## src/rtl/shift_div_pkg.sv

```systemverilog
package shift_div_pkg;

  // How the quotient is formed for the latched ratio
  typedef enum logic [1:0] {
    QMODE_ZERO  = 2'd0,
    QMODE_EXACT = 2'd1,
    QMODE_AVG   = 2'd2
  } qmode_e;

endpackage

```

## src/rtl/msb_locator.sv

```systemverilog
module msb_locator #(
  parameter int MW = 8,
  localparam int IW = $clog2(MW)
) (
  input  logic [MW-1:0] ratio,
  output logic [IW-1:0] msb_idx,
  output logic          is_zero,
  output logic          is_pow2
);

  // Priority encoder: the last set bit seen in ascending order wins
  always_comb begin
    msb_idx = '0;
    for (int i = 0; i < MW; i++) begin
      if (ratio[i]) begin
        msb_idx = IW'(i);
      end
    end
  end

  assign is_zero = (ratio == '0);
  assign is_pow2 = !is_zero && ((ratio & (ratio - MW'(1))) == '0);

endmodule

```

## src/rtl/shift_avg_core.sv

```systemverilog
module shift_avg_core
  import shift_div_pkg::*;
#(
  parameter int TW = 16,
  parameter int MW = 8,
  localparam int IW = $clog2(MW)
) (
  input  logic [TW-1:0] period,
  input  logic [IW-1:0] msb_idx,
  input  qmode_e        qmode,
  output logic [TW-1:0] quot
);

  logic [IW:0]   shift_lo;
  logic [IW:0]   shift_hi;
  logic [TW-1:0] short_shift;
  logic [TW-1:0] long_shift;
  logic [TW:0]   pair_sum;

  assign shift_lo    = {1'b0, msb_idx};
  assign shift_hi    = shift_lo + (IW+1)'(1);
  assign short_shift = period >> shift_lo;
  assign long_shift  = period >> shift_hi;
  assign pair_sum    = {1'b0, short_shift} + {1'b0, long_shift};

  always_comb begin
    case (qmode)
      QMODE_EXACT: quot = short_shift;
      QMODE_AVG:   quot = pair_sum[TW:1];
      default:     quot = '0;
    endcase
  end

endmodule

```

## src/rtl/shift_avg_divider.sv

```systemverilog
module shift_avg_divider
  import shift_div_pkg::*;
#(
  parameter int TW = 16,
  parameter int MW = 8
) (
  input  logic          clk,
  input  logic          rst_n,
  input  logic          in_valid,
  input  logic [TW-1:0] period_in,
  input  logic [MW-1:0] ratio_in,
  output logic          out_valid,
  output logic [TW-1:0] quot_out,
  output logic          ratio_err
);

  localparam int IW = $clog2(MW);

  // Operand stage
  logic          cap_valid_q, cap_valid_d;
  logic [TW-1:0] cap_period_q, cap_period_d;
  logic [MW-1:0] cap_ratio_q, cap_ratio_d;

  // Result stage
  logic          res_valid_d;
  logic [TW-1:0] res_quot_d;
  logic          res_err_d;

  logic [IW-1:0] msb_idx;
  logic          ratio_zero;
  logic          ratio_pow2;
  qmode_e        qmode;
  logic [TW-1:0] core_quot;

  msb_locator #(.MW(MW)) i_msb_locator (
    .ratio   (cap_ratio_q),
    .msb_idx (msb_idx),
    .is_zero (ratio_zero),
    .is_pow2 (ratio_pow2)
  );

  always_comb begin
    if (ratio_zero)      qmode = QMODE_ZERO;
    else if (ratio_pow2) qmode = QMODE_EXACT;
    else                 qmode = QMODE_AVG;
  end

  shift_avg_core #(.TW(TW), .MW(MW)) i_shift_avg_core (
    .period  (cap_period_q),
    .msb_idx (msb_idx),
    .qmode   (qmode),
    .quot    (core_quot)
  );

  // Next-state logic
  always_comb begin
    cap_valid_d  = in_valid;
    cap_period_d = cap_period_q;
    cap_ratio_d  = cap_ratio_q;
    if (in_valid) begin
      cap_period_d = period_in;
      cap_ratio_d  = ratio_in;
    end
    res_valid_d = cap_valid_q;
    res_quot_d  = quot_out;
    res_err_d   = ratio_err;
    if (cap_valid_q) begin
      res_quot_d = core_quot;
      res_err_d  = ratio_zero;
    end
  end

  // Registers
  always_ff @(posedge clk or negedge rst_n) begin
    if (!rst_n) begin
      cap_valid_q  <= 1'b0;
      cap_period_q <= '0;
      cap_ratio_q  <= '0;
      out_valid    <= 1'b0;
      quot_out     <= '0;
      ratio_err    <= 1'b0;
    end else begin
      cap_valid_q  <= cap_valid_d;
      cap_period_q <= cap_period_d;
      cap_ratio_q  <= cap_ratio_d;
      out_valid    <= res_valid_d;
      quot_out     <= res_quot_d;
      ratio_err    <= res_err_d;
    end
  end

endmodule

```

## config.mk

```make
export PLATFORM = sky130hd
export DESIGN_NAME = shift_avg_divider
export DESIGN_NICKNAME = d
export VERILOG_FILES = /design/src/rtl/shift_div_pkg.sv /design/src/rtl/msb_locator.sv /design/src/rtl/shift_avg_core.sv /design/src/rtl/shift_avg_divider.sv
export SDC_FILE = /design/constraint.sdc
export NUM_CORES = 1
export LEC_CHECK = 0
export ABC_CLOCK_PERIOD_IN_PS = 6750
export CORE_AREA = 2 2 76 78
export CTS_CLUSTER_DIAMETER = 120
export DETAILED_ROUTE_END_ITERATION = 8
export DIE_AREA = 0 0 78 80
export GPL_ROUTABILITY_DRIVEN = 0
export PLACE_DENSITY_LB_ADDON = 0.25
export SETUP_SLACK_MARGIN = 0.4
export SYNTH_ARGS = -nofsm -noshare
export SYNTH_HDL_FRONTEND = slang
export SYNTH_SLANG_ARGS = --single-unit
```

## constraint.sdc

```tcl
create_clock -name clk -period 6.75 [get_ports clk]
set_input_delay 1.35 -clock clk [delete_from_list [all_inputs] [get_ports clk]]
set_output_delay 1.35 -clock clk [all_outputs]
set_load 0.1 [all_outputs]
```

==> results.txt <==
----------------------------------------------------
[Run status]
  Run status ... complete, no violations

[Place]
  Setup slack at placement ... between 2000 and 3000 ps
  Cell area reported after detailed placement ... about 0.0036 mm^2
  Detail Placement HPWL ... between 5000 and 6000 um
  Port buffer count ... 44
  Total instance count after detailed placement ... around 440

[Routing]
  DRT Pass-1 Iters ... 5
  Routed WL per cell ... 15.7 um
  Vias after detailed routing ... around 2700
  Post-route DRC ... 0
  First DRT Iteration DRCs ... about 240
  Total detailed-routing wirelength ... roughly 7000 um
  Number of antenna-violating nets in the routed design ... 0
  Ratio of routed vias to standard cells ... 6.04

[Setup path]
  Critical R2R Launch ... cap_ratio_q[7]
  Worst EP required ... approximately 7000 ps
  Reg-to-reg endpoint ... quot_out[7]
  R2r worst-path depth ... 15
  Register-to-register setup slack ... 2600 ps
  Critical path class ... register to register
  Maximum fanout along the worst path ... 13
  Kind of launch point of the worst setup path ... register
  Critical path arrival ... between 4000 and 5000 ps
  Category of the worst setup path capture point ... register

[Floorplan]
  Die area ... roughly 0.0062 mm^2
  Vertical die dimension ... about 80 um
  Die Width ... between 70 and 80 um
  Boundary Pins ... 45
  Core area ... approximately 0.0054 mm^2
  Effective utilization at floorplan ... 58.5%
  Count of standard-cell rows ... 27

[Global routing]
  Sum of overflow across all layers after global routing ... 0
  Global-route wire length before repair ... about 12000 um
  Overall routing resource usage ... around a quarter
  Via count of the first global-routing pass ... between 2000 and 3000
  Initial antenna violation count ... 0
  Maximum number of pins on one net before global-route repair ... 44

[Yosys]
  Post-synth EDFFs ... 0
  Synthesized net count ... roughly 380
  Synth warn ... 0
  Flip-flop and latch count after synthesis ... 43
  Dominant register cell in the synthesized netlist ... dfrtp_1
  Async set-reset flop share out of synthesis ... 100%
  Mean cell area of the mapped netlist ... roughly 9.4 um^2
  Number of distinct library cell variants in the gate-level netlist after synthesis ... 58
  Synthesized netlist cell count ... between 300 and 400
  Register area share after synthesis ... 34.0%
  Mapped Area ... approximately 0.0032 mm^2

[Min path]
  Endpoint, Worst Hold ... out_valid
  Cell count of the worst hold path ... 0
  Startpoint of the lowest-slack hold path ... cap_valid_q
  Path category of the worst min-delay check ... register to register

[STA]
  Achievable frequency ... approximately 240 MHz
  Final setup fails ... 0
  Min cycle time layout ... between 4000 and 5000 ps
  Worst clock skew ... roughly 12 ps
  Final hold violations ... 0
  RSZ-0062 raised after global routing ... false
  Fin crit share ... about three fifths
  Relative slew slack ... between 20% and 30%
  Post-Route Setup TNS ... 0 ps
  Slew Limit Fails ... 0
  Slew at the pin with the worst max-slew slack ... around 1100 ps
  PnR worst setup slack ... about 2600 ps

[Clock tree]
  Total number of H-tree levels ... 2
  Bufs on Longest Clock Path ... 2
  Number of CTS-inserted buffers ... 5
  Number of hold buffers added after cts ... 0
  Post-cts sizing count ... 0
  Buffers inserted during post-CTS setup optimization ... 0
  Clock slew at reported path FFs ... about 90 ps
  Sinks on the clock net ... 43
  Source-to-sink clock delay at the later pin of the worst-skew pair ... roughly 300 ps
  CTS tree ... done
  Root Buffer ... clkbuf_8

[Power and ir drop]
  Clk network pwr share ... 13.2%
  Maximum VDD drop ... 214 uV
  Switching portion of total power ... between 50% and 60%
  Static Leak ... 1.60 nW
  Post-layout power ... around 1.2 mW
  Comb power frac ... between 50 and 60%
  Switching power of the nets ... between 0.6 and 0.7 mW
  P_int ... around 0.62 mW
  Register share of total power ... 27.8%
  Pwr dens ... about 330 mW/mm^2

[Final layout]
  Synth-to-Final Area Change ... 17.9%
  Number of nets at the end of the flow ... around 420
  Antenna Cells ... 0
  Number of standard cells in the layout, taps in and fillers out ... between 400 and 500
  Number of filler instances in the final layout ... around 430
  Fraction of final layout cells with drive strength greater than 1 ... between 10% and 20%
  Post-route design area ... 0.00373 mm^2

[Run]
  Max cap viols ... 0

----------------------------------------------------
## placed cells by master (no fill, tap or decap), types with 4 or more instances in the layout
cell type,instances
a21oi_1,20
a22oi_1,6
clkbuf_8,5
clkdlybuf4s50_1,43
dfrtp_1,43
ha_1,15
inv_1,12
mux2_2,26
mux2i_1,23
nand2_1,25
nand2b_1,7
nand3_1,9
nor2_1,35
nor3_1,5
o21ai_0,17
o21ai_1,5
o2bb2ai_1,5
o31ai_1,4
xor2_1,7
## registers in the layout (all words and copies together) (netlist names)
name / flops
cap_ratio_q: 8
out_valid: 1
cap_valid_q: 1
ratio_err: 1
quot_out: 16
cap_period_q: 16
## power groups by stage
stage,Clock [mW],Sequential (mW),Combinational (mW)
CTS,0.167,0.345,0.732
finish,0.164,0.345,0.732
floorplan,0,0.581,0.338
global route,0.178,0.353,0.785
detailed placement,0,0.350,0.728
global placement,0,0.348,0.722
## cells in the mapped netlist (all sizes together) (7+ instances only)
cell type / count / share of area, %
dfrtp: 43 / 34
nor2: 36 / 4.5
mux2: 27 / 9.7
nand2: 25 / 3.0
mux2i: 23 / 7.3
o21ai: 22 / 3.5
a21oi: 20 / 3.2
ha: 15 / 5.9
clkbuf: 13 / 1.5
inv: 13 / 1.5
nand3: 9 / 1.4
xor2: 8 / 2.5
nand2b: 7 / 1.4
## layer usage
layer | track usage (%) | wire, um | vias up | part of all wire (%)
met4 | 7.54 | 106 | 0 | 1.5
met3 | 4.19 | 364 | 12 | 5.2
met2 | 42.3 | 3340 | 81 | 48
met1 | 31.4 | 3210 | 1294 | 46
met5 | 0 | 0 | - | 0
li1 | - | - | 1312 | -
## stage by stage
stage / util (%) / hold slack [ps]
after floorplan: - / 431
after global placement: 67.3 / 467
after detailed placement: 67.3 / 467
after CTS: 69.0 / 486
after global routing: 69.0 / 500
final: 69.0 / 484
## critical path: stages (launching register included)
cell      delay (ps)
dfrtp_1          550
nor4_1           330
buf_4            230
mux2i_1          210
mux2i_1          120
a21oi_1          200
o31a_1           270
inv_1            110
ha_1             390
inv_1             90
nor4b_1          440
a311oi_2         140
o41ai_4          440
xnor2_1          170
nor2_1            50
a221o_1          280
## worst max path at each step
stage | to | start | cells past startpoint
after floorplan | quot_out[7] | cap_ratio_q[3] | 16
after global placement | quot_out[7] | cap_ratio_q[7] | 15
after detailed placement | quot_out[7] | cap_ratio_q[7] | 15
after CTS | quot_out[7] | cap_ratio_q[7] | 15
after global routing | quot_out[13] | cap_ratio_q[5] | 15
final | quot_out[7] | cap_ratio_q[7] | 15
## kinds of logic after synthesis
group | share of synthesized area, %
AOI/OAI and AO/OA | 21.4
muxes | 17.0
buffers and inverters | 3.68
xor gates and xnor gates | 3.28
adders and majority gates | 6.25
and+or+nand+nor | 14.4
DFF | 34.0
## final cells by class
class                      count  area (um^2)  share of cell area [%]
inverter                      14         52.6                    1.41
clock buffer                   5         68.8                    1.85
tap                           72         90.1                    2.42
multi-input combinational    264         1970                    52.8
timing repair buffer          46          450                    12.1
clock inverter                 3         20.0                   0.537
sequential                    43         1080                    28.9
Note: power is estimated with default switching activity, not from simulation.
